`src/rtl/cbtb_pkg.sv`:
```
package cbtb_pkg;
  localparam int PC_W   = 32;
  localparam int IDX_W  = 4;
  localparam int LOW_W  = 16;
  localparam int NCWAY  = 3;
  localparam int TAG_W  = PC_W - IDX_W - 2;

  function automatic logic [IDX_W-1:0] set_of(input logic [PC_W-1:0] pc);
    return pc[IDX_W+1:2];
  endfunction

  function automatic logic [TAG_W-1:0] tag_of(input logic [PC_W-1:0] pc);
    return pc[PC_W-1:IDX_W+2];
  endfunction

  function automatic logic fits_compact(input logic [PC_W-1:0] pc,
                                        input logic [PC_W-1:0] tgt);
    return pc[PC_W-1:LOW_W] == tgt[PC_W-1:LOW_W];
  endfunction

  function automatic logic [PC_W-1:0] expand(input logic [PC_W-1:0] pc,
                                             input logic [LOW_W-1:0] low);
    return {pc[PC_W-1:LOW_W], low};
  endfunction
endpackage

```
`src/rtl/cbtb_train_reg.sv`:
```
module cbtb_train_reg
  import cbtb_pkg::*;
(
  input  logic            clk,
  input  logic            rst_n,
  input  logic            in_valid,
  input  logic [PC_W-1:0] in_pc,
  input  logic [PC_W-1:0] in_tgt,
  input  logic            in_taken,
  output logic            q_valid,
  output logic [PC_W-1:0] q_pc,
  output logic [PC_W-1:0] q_tgt,
  output logic            q_taken
);
  always_ff @(posedge clk or negedge rst_n) begin
    if (!rst_n) begin
      q_valid <= 1'b0;
      q_pc    <= '0;
      q_tgt   <= '0;
      q_taken <= 1'b0;
    end else begin
      q_valid <= in_valid;
      q_pc    <= in_pc;
      q_tgt   <= in_tgt;
      q_taken <= in_taken;
    end
  end

  p_train_delay_r2: assert property (@(posedge clk) disable iff (!rst_n)
    in_valid |=> (q_valid && q_pc == $past(in_pc) && q_tgt == $past(in_tgt)));
endmodule

```
`src/rtl/cbtb_store.sv`:
```
module cbtb_store
  import cbtb_pkg::*;
#(
  parameter int NSETS = 1 << IDX_W,
  parameter int NC    = NCWAY
) (
  input  logic                       clk,
  input  logic                       rst_n,
  input  logic                       w_valid,
  input  logic [PC_W-1:0]            w_pc,
  input  logic [PC_W-1:0]            w_tgt,
  input  logic                       w_taken,
  input  logic [IDX_W-1:0]           r_set,
  output logic [NC-1:0]              r_cval,
  output logic [NC-1:0][TAG_W-1:0]   r_ctag,
  output logic [NC-1:0][LOW_W-1:0]   r_clow,
  output logic                       r_fval,
  output logic [TAG_W-1:0]           r_ftag,
  output logic [PC_W-1:0]            r_ftgt
);
  localparam int PTR_W = (NC > 1) ? $clog2(NC) : 1;

  logic [NSETS-1:0]             cval [NC];
  logic [TAG_W-1:0]             ctag [NC][NSETS];
  logic [LOW_W-1:0]             clow [NC][NSETS];
  logic [NSETS-1:0]             fval;
  logic [TAG_W-1:0]             ftag [NSETS];
  logic [PC_W-1:0]              ftgt [NSETS];
  logic [PTR_W-1:0]             rr   [NSETS];

  // named update events
  logic [IDX_W-1:0] w_set;
  logic [TAG_W-1:0] w_tag;
  logic [NC-1:0]    w_chit;
  logic             w_fhit;
  logic             w_comp;
  logic             ev_kill, ev_refresh, ev_install, ev_wide;
  logic [PTR_W-1:0] rr_cur, rr_nxt;

  assign w_set  = set_of(w_pc);
  assign w_tag  = tag_of(w_pc);
  assign w_comp = fits_compact(w_pc, w_tgt);
  assign w_fhit = fval[w_set] && ftag[w_set] == w_tag;
  assign rr_cur = rr[w_set];
  assign rr_nxt = (rr_cur == PTR_W'(NC-1)) ? '0 : rr_cur + 1'b1;

  for (genvar w = 0; w < NC; w++) begin : g_hit
    assign w_chit[w] = cval[w][w_set] && ctag[w][w_set] == w_tag;
    assign r_cval[w] = cval[w][r_set];
    assign r_ctag[w] = ctag[w][r_set];
    assign r_clow[w] = clow[w][r_set];
  end
  assign r_fval = fval[r_set];
  assign r_ftag = ftag[r_set];
  assign r_ftgt = ftgt[r_set];

  assign ev_kill    = w_valid && !w_taken;
  assign ev_refresh = w_valid && w_taken && w_comp && (|w_chit);
  assign ev_install = w_valid && w_taken && w_comp && !(|w_chit);
  assign ev_wide    = w_valid && w_taken && !w_comp;

  always_ff @(posedge clk or negedge rst_n) begin
    if (!rst_n) begin
      for (int w = 0; w < NC; w++) cval[w] <= '0;
      fval <= '0;
      for (int s = 0; s < NSETS; s++) rr[s] <= '0;
    end else begin
      if (ev_kill) begin
        for (int w = 0; w < NC; w++) if (w_chit[w]) cval[w][w_set] <= 1'b0;
        if (w_fhit) fval[w_set] <= 1'b0;
      end
      if (ev_refresh) begin
        for (int w = 0; w < NC; w++) if (w_chit[w]) clow[w][w_set] <= w_tgt[LOW_W-1:0];
      end
      if (ev_install) begin
        for (int w = 0; w < NC; w++) begin
          if (rr_cur == PTR_W'(w)) begin
            cval[w][w_set] <= 1'b1;
            ctag[w][w_set] <= w_tag;
            clow[w][w_set] <= w_tgt[LOW_W-1:0];
          end
        end
        rr[w_set] <= rr_nxt;
        if (w_fhit) fval[w_set] <= 1'b0;
      end
      if (ev_wide) begin
        fval[w_set] <= 1'b1;
        ftag[w_set] <= w_tag;
        ftgt[w_set] <= w_tgt;
        for (int w = 0; w < NC; w++) if (w_chit[w]) cval[w][w_set] <= 1'b0;
      end
    end
  end

  p_rr_range_r6: assert property (@(posedge clk) disable iff (!rst_n)
    rr_cur < PTR_W'(NC));
  p_upd_single_r11: assert property (@(posedge clk) disable iff (!rst_n)
    $onehot0({w_chit, w_fhit}));
  p_install_pointer_r6: assert property (@(posedge clk) disable iff (!rst_n)
    ev_install |=> (rr[$past(w_set)] == $past(rr_nxt)));
endmodule

```
`src/rtl/cbtb_lookup.sv`:
```
module cbtb_lookup
  import cbtb_pkg::*;
#(
  parameter int NC = NCWAY
) (
  input  logic                     clk,
  input  logic                     rst_n,
  input  logic [PC_W-1:0]          pc,
  input  logic [NC-1:0]            cval,
  input  logic [NC-1:0][TAG_W-1:0] ctag,
  input  logic [NC-1:0][LOW_W-1:0] clow,
  input  logic                     fval,
  input  logic [TAG_W-1:0]         ftag,
  input  logic [PC_W-1:0]          ftgt,
  output logic                     hit,
  output logic [PC_W-1:0]          target
);
  logic [TAG_W-1:0] t;
  logic [NC-1:0]    chit;
  logic             fhit;

  assign t    = tag_of(pc);
  assign fhit = fval && ftag == t;
  for (genvar w = 0; w < NC; w++) begin : g_cmp
    assign chit[w] = cval[w] && ctag[w] == t;
  end

  always_comb begin
    hit    = fhit | (|chit);
    target = fhit ? ftgt : '0;
    for (int w = 0; w < NC; w++) begin
      if (!fhit && chit[w]) target = expand(pc, clow[w]);
    end
  end

  p_single_match_r11: assert property (@(posedge clk) disable iff (!rst_n)
    $onehot0({chit, fhit}));
  p_compact_upper_r3: assert property (@(posedge clk) disable iff (!rst_n)
    (hit && !fhit) |-> target[PC_W-1:LOW_W] == pc[PC_W-1:LOW_W]);
endmodule

```
`src/rtl/cbtb_top.sv`:
```
module cbtb_top
  import cbtb_pkg::*;
#(
  parameter int NSETS = 1 << IDX_W,
  parameter int NC    = NCWAY
) (
  input  logic            clk,
  input  logic            rst_n,
  input  logic [PC_W-1:0] lk_pc,
  output logic            lk_hit,
  output logic [PC_W-1:0] lk_target,
  input  logic            tr_valid,
  input  logic [PC_W-1:0] tr_pc,
  input  logic [PC_W-1:0] tr_target,
  input  logic            tr_taken
);
  logic                     q_valid, q_taken;
  logic [PC_W-1:0]          q_pc, q_tgt;
  logic [NC-1:0]            r_cval;
  logic [NC-1:0][TAG_W-1:0] r_ctag;
  logic [NC-1:0][LOW_W-1:0] r_clow;
  logic                     r_fval;
  logic [TAG_W-1:0]         r_ftag;
  logic [PC_W-1:0]          r_ftgt;

  cbtb_train_reg u_treg (
    .clk(clk), .rst_n(rst_n),
    .in_valid(tr_valid), .in_pc(tr_pc), .in_tgt(tr_target), .in_taken(tr_taken),
    .q_valid(q_valid), .q_pc(q_pc), .q_tgt(q_tgt), .q_taken(q_taken)
  );

  cbtb_store #(.NSETS(NSETS), .NC(NC)) u_store (
    .clk(clk), .rst_n(rst_n),
    .w_valid(q_valid), .w_pc(q_pc), .w_tgt(q_tgt), .w_taken(q_taken),
    .r_set(set_of(lk_pc)),
    .r_cval(r_cval), .r_ctag(r_ctag), .r_clow(r_clow),
    .r_fval(r_fval), .r_ftag(r_ftag), .r_ftgt(r_ftgt)
  );

  cbtb_lookup #(.NC(NC)) u_lookup (
    .clk(clk), .rst_n(rst_n), .pc(lk_pc),
    .cval(r_cval), .ctag(r_ctag), .clow(r_clow),
    .fval(r_fval), .ftag(r_ftag), .ftgt(r_ftgt),
    .hit(lk_hit), .target(lk_target)
  );
endmodule

```
`config.mk`:
```
export PLATFORM = sky130hd
export DESIGN_NAME = cbtb_top
export DESIGN_NICKNAME = d
export VERILOG_FILES = /design/src/rtl/cbtb_pkg.sv /design/src/rtl/cbtb_train_reg.sv /design/src/rtl/cbtb_store.sv /design/src/rtl/cbtb_lookup.sv /design/src/rtl/cbtb_top.sv
export SDC_FILE = /design/constraint.sdc
export NUM_CORES = 2
export LEC_CHECK = 0
export BUFFER_PORTS_ARGS = -buffer_cell sky130_fd_sc_hd__buf_4
export CORE_ASPECT_RATIO = 1.4
export CORE_UTILIZATION = 35
export DETAILED_ROUTE_END_ITERATION = 8
export PLACE_DENSITY = 0.58
export SLEW_MARGIN = 10
export SYNTH_ARGS = -nofsm -noshare
export SYNTH_HDL_FRONTEND = slang
export SYNTH_SLANG_ARGS = --single-unit
```
`constraint.sdc`:
```
create_clock -name clk -period 7.5 [get_ports clk]
set_input_delay 0.75 -clock clk [delete_from_list [all_inputs] [get_ports clk]]
set_output_delay 0.75 -clock clk [all_outputs]
set_load 0.005 [all_outputs]
```
## Word level (Yosys, flattened, before mapping)

Memory sizes are Yosys's and may differ from the RTL's.
Cells that the tools add are included.

- $add $sub $neg: 1
- $mul: 0
- Div/mod/pow operators: 0
- Order comparisons: 6
- Equal/unequal tests: 11
- Shifts and indexed selects: 0
- Mux-type cells: 874
- Bitwise operators: 784
- Reduce and logical (&&, ||, !) cells: 35

Operators by type and width:

| cell | number |
|---|---|
| $mux W416 | 7 |
| $mux W256 | 6 |
| $reduce_or A416 Y1 | 2 |
| $mux W1 | 791 |
| $or A1 B1 Y1 | 769 |
| $bmux W26 S4 | 6 |
| $mux W26 | 13 |
| $mux W16 | 21 |
| $eq A26 B26 Y1 | 8 |
| $bmux W16 S4 | 3 |
| $mux W48 | 3 |
| $and A16 B16 Y16 | 8 |
| $mux W32 | 4 |
| $demux W26 S4 | 1 |
| $demux W16 S4 | 1 |
| $or A16 B16 Y16 | 4 |
| $bmux W1 S4 | 8 |
| $bwmux W32 | 1 |
| $logic_and A1 B1 Y1 | 26 |
| $eq A16 B16 Y1 | 1 |
| $not A16 Y16 | 1 |
| $mux W2 | 6 |
| $ge A5 B5 Y1 const B | 2 |
| $lt A4 B5 Y1 const B | 2 |
| other kinds (12) | 17 |

- Register bits after elaboration: 162
- Bits in latches: 0
- Memory bits (writable): 2944
- ROM bits: 0
- Bits of input ports: 100
- Output and inout bits: 33
- Memories kept: 4

Memory list:

| memory | words | width | rd ports | clocked after memory_dff | wr ports | RTL line | RTL |
|---|---|---|---|---|---|---|---|
| u_store.ctag | 3 | 416 | 3 | 0 | 1 | cbtb_store.sv:24 | `logic [TAG_W-1:0] ctag [NC][NSETS];` |
| u_store.clow | 3 | 256 | 3 | 0 | 3 | cbtb_store.sv:25 | `logic [LOW_W-1:0] clow [NC][NSETS];` |
| u_store.ftgt | 16 | 32 | 1 | 0 | 1 | cbtb_store.sv:28 | `logic [PC_W-1:0] ftgt [NSETS];` |
| u_store.ftag | 16 | 26 | 2 | 0 | 1 | cbtb_store.sv:27 | `logic [TAG_W-1:0] ftag [NSETS];` |

## Longest topological paths before layout

- Depth after elaboration: 15
- Gate-level depth with buffers: 22
- Gate-level depth less buffers: 10

## Hierarchy

From an unflattened synthesis, not the netlist that was laid out.

- Cells, all modules: 6703
- Area total of the unflattened synthesis: 136661.1 um^2

By module, submodules not included:

| module | instances | cells each | area an instance (um^2) | seq. area each (um^2) |
|---|---|---|---|---|
| cbtb_store | 1 | 6355 | 132869.9 | 90807.1 |
| cbtb_lookup | 1 | 282 | 2139.6 | 0.0 |
| cbtb_train_reg | 1 | 66 | 1651.6 | 1651.6 |

## Least setup slack after synthesis

Ideal clock, no wire load.

- Path kind: register to register
- From: register u_treg.q_pc[25]
- To: memory u_store.ftag[0][0] (netlist name) (enable)
- Setup time: 0.474 ns
- Arrival: 5.021 ns
- Setup slack: 2.005 ns
- Stages on the path, launching flop included: 11
- Buffers on the path: 3
- Period minus slack after synthesis: 5.495 ns
- Cells stage by stage: dfrtp_1 clkbuf_1 clkbuf_1 xnor2_1 nand4_1 nor4_1 nand3b_1 inv_1 nand2_1 clkbuf_1 nor2_1

- Word-level cells in the longest chain between the ends: 6

Ends and longest elaborated chain:

| what | RTL line | RTL |
|---|---|---|
| start: declaration | cbtb_train_reg.sv:11 | `output logic [PC_W-1:0] q_pc,` |
| start signal: assignment | cbtb_train_reg.sv:23 | `q_pc <= in_pc;` |
| $eq A16 B16 Y1 | cbtb_pkg.sv:18 | `return pc[PC_W-1:LOW_W] == tgt[PC_W-1:LOW_W];` |
| $logic_not A1 Y1 | cbtb_store.sv:60 | `assign ev_wide = w_valid && w_taken && !w_comp;` |
| $logic_and A1 B1 Y1 | cbtb_store.sv:60 |  |
| $mux W1 | cbtb_store.sv:86 | `if (ev_wide) begin` |
| $logic_and A1 B1 Y1 (implied by the code) | cbtb_store.sv:88 | `ftag[w_set] <= w_tag;` |
| $mux W1 (implied by the code) | cbtb_store.sv:88 |  |
| end: declaration | cbtb_store.sv:27 |  |

No other way between the ends.

## Final worst setup path

- From: input port lk_pc[3]
- To: output port lk_target[28]

- Word-level cells in the longest chain between the ends: 10
- Elaborated cells between the ends (all ways): 36

Ends and longest elaborated chain:

| what | RTL line | RTL |
|---|---|---|
| start: declaration | cbtb_top.sv:9 | `input logic [PC_W-1:0] lk_pc,` |
| $not A4 Y5 (implied by the code) | cbtb_store.sv:50 | `assign r_ctag[w] = ctag[w][r_set];` |
| $bmux W26 S4 | cbtb_store.sv:50 |  |
| $mux W26 (implied by the code) (2 in series) | cbtb_store.sv:50 |  |
| $eq A26 B26 Y1 | cbtb_lookup.sv:25 | `assign chit[w] = cval[w] && ctag[w] == t;` |
| $logic_and A1 B1 Y1 | cbtb_lookup.sv:25 |  |
| $logic_and A1 B1 Y1 | cbtb_lookup.sv:32 | `if (!fhit && chit[w]) target = expand(pc, clow[w]);` |
| $mux W32 (2 in series) | cbtb_lookup.sv:32 |  |
| $mux W32 * | cbtb_lookup.sv:32 |  |
| end: declaration | cbtb_top.sv:11 | `output logic [PC_W-1:0] lk_target,` |

Every way passes the cells marked *; elsewhere a longest branch is shown, timed or not. The select of a mux whose other input is x is not followed.

==> metrics.csv <==
metric;value;unit
clkTransAtPathRegs;60;ps
synthArstFlopShare;5.155;%
finalSetupTns;0;ps
powerDensity;242.0;mW/mm2
final_layout_size_suffix_gt1_share;30.82;%
rows;272;
ir_drop;0.0001638;V
cp-end-kind;output port;
synth_top_area_cell;edfxtp_1;
io_pins;133;
synth-compound-area-share;3.719;%
post-route-period-util;91.90;%
synth_top_area_share;64.27;%
grt_pass1_wl;647200;um
synth-edff-count;2944;
grt_start_max_net_pins;102;
fillers;34870;
yosysMostFrequentCell;edfxtp_1;
place_congestion;0.9143;
p_leak;50.68;nW
ys_top_cells_by_area;edfxtp_1, mux4_2, mux2i_1;
cp_max_fo;54;
cts_buffer_depth;4;
wl_per_cell;36.34;um
synth-xor-area-share;1.554;%
outcome;completed;
synth_top_family_by_area;multiplexers;
synth_seq_cells;3104;
design_area;0.1578;mm2
rsz0062_at_grt;no;
grtUsageTotal;23.45;%
grt_pass1_vias;79530;
clock_latency;920;ps
die_y;743.7;um
syn_area_per_cell;19.46;um2
drv_slew;0;
overflow;0;
drtAntennaViolNets;0;
route.vias.total;77750;
viasPerCell;5.987;
post-cts-setup-buffers;0;
hp-class;primary input to flip-flop;
yosys.area_share.adder;0;%
htree_levels;5;
tightestPinTransition;1312;ps
pre_cts_ws;876.0;ps
period_minus_slack;6893;ps
required;6750;ps
max-cap-violations;0;
final_nets;7558;
port_buffers;128;
slew_headroom;10.28;%
clockRootBuffer;clkbuf_16;
synthSimpleGateAreaFrac;2.351;%
synth_commonest_cells;edfxtp_1, mux4_2, mux2i_1, nand2_1, nor2_1;
wl;471800;um
dp_hpwl;294400;um
drc;0;
crit_arrival;6140;ps
clock.fmax;145.1;MHz
hold_violations;0;
first_pass_iters;8;
start_kind;primary input;
antenna_found_initial;25;
synth_area;0.1375;mm2
ys_warn_count;0;
place_area;0.1466;mm2
critPathKind;primary input to output port;
start_util;35.14;%
drtIter0Drc;8888;
fin_hold_ws;101.9;ps
yosysUniqueCellTypes;83;
setup_viol;0;
skew;77.20;ps
syn_to_final_growth;14.71;%
synth_ff_type;edfxtp_1;
die_x;531.8;um
netlist_instances;7069;
coreArea;0.3914;mm2
numCtsBuffers;325;
syn_nets;7169;
seq_area_frac_synth;67.19;%
cts_sinks;3104;
die_area;0.3955;mm2
cts_tree;built;
synthMuxAreaShare;22.88;%
fin_ws;607.3;ps
-- cell type report --
cell class                 instances  area [um2]  share of cell area (%)
clock buffer                     415        8728                   5.532
tap                             5206        6514                   4.128
multi-input combinational       3393       42570                   26.98
clock inverter                   172        1742                   1.104
sequential                      3104       92500                   58.62
timing repair buffer             575        5343                   3.386
antenna                           61       152.6                 0.09675
inverter                          59       237.7                  0.1507
-- final timing paths --
kind,startpoint,endpoint,slack (ps),depth (start not counted)
worst max register to register,u_treg.q_pc[2],u_store.clow[0][62],1130,9
worst min register to register,u_store.rr[11],u_store.rr[11],500,1
worst min-delay path,tr_target[19],u_treg.q_tgt[19],100,1
max in group asynchronous,rst_n,u_treg.q_tgt[11],5540,3
worst max-delay path,lk_pc[3],lk_target[28],610,14
min in group asynchronous,rst_n,u_treg.q_pc[3],290,2
-- cells by family (layout without fill, tap and decap cells) --
kind of cell | count (synthesis) | in the layout
XOR/XNOR | 244 | 244
buffers and inverters | 572 | 1221
other | 0 | 61
AO/OA/AOI/OAI | 726 | 726
flip-flops | 3104 | 3104
AND/OR/NAND/NOR | 708 | 708
multiplexers | 1715 | 1715
-- per-stage QoR --
stage / power (mW) / utilization, % / instances
6_report: 38.18 / 40.31 / 12990
5_1_grt: 39.09 / 40.30 / 12970
4_1_cts: 38.41 / 40.27 / 12920
3_5_place_dp: 22.35 / 37.45 / 12280
3_3_place_gp: 22.32 / 37.45 / 12280
2_1_floorplan: 21.14 / - / 7069
-- power breakdown --
part	total, mW	internal [mW]	switching [mW]
clock network	16.2	9.24	6.92
registers	19.2	19.0	0.209
logic	2.80	1.06	1.74
-- timing repair --
item                      in CTS  in global routing
hold endpoints to repair     106                  0
hold buffers                  60                  0
gates resized for setup        0                  0
-- sequential cells by signal, indices dropped and copies added (netlist names) --
signal,cells
u_store.clow,768
u_store.ctag,1248
u_treg.q_taken,1
u_store.cval,48
u_treg.q_tgt,32
u_store.fval,16
u_store.ftgt,512
u_store.rr,32
u_treg.q_pc,30
u_treg.q_valid,1
u_store.ftag,416
-- layer usage --
| layer | track usage (%) | share of wire, % | vias to the layer above |
|---|---|---|---|
| li1 | - | - | 30470 |
| met1 | 27.63 | 36 | 42130 |
| met2 | 39.66 | 49 | 4061 |
| met3 | 4.088 | 7.6 | 1085 |
| met4 | 15.12 | 7.4 | 2 |
| met5 | 0 | 0.0028 | - |
-- critical path, stage by stage --
cell	delay, ps
buf_8	490
mux4_2	590
mux2i_1	750
xnor2_1	230
o2111ai_1	150
a2111oi_0	1180
nand4_1	220
nor3_2	290
buf_4	260
nor2_1	110
a21oi_2	230
buf_12	210
a22o_1	320
buf_4	160
-- placed cells by master (no fill, tap or decap), types with 65 or more instances in the layout --
cell type	count
edfxtp_1	2944
mux2_2	76
a31oi_1	71
mux2i_1	507
dfrtp_1	114
nor2_1	114
nor2_4	66
xnor2_1	203
a22oi_1	119
mux4_2	1119
buf_12	67
o21ai_0	83
clkinv_1	65
a21oi_1	123
clkbuf_16	331
nand2_1	272
buf_4	443
clkbuf_1	71
No activity file was read; power rests on OpenSTA's default activity.
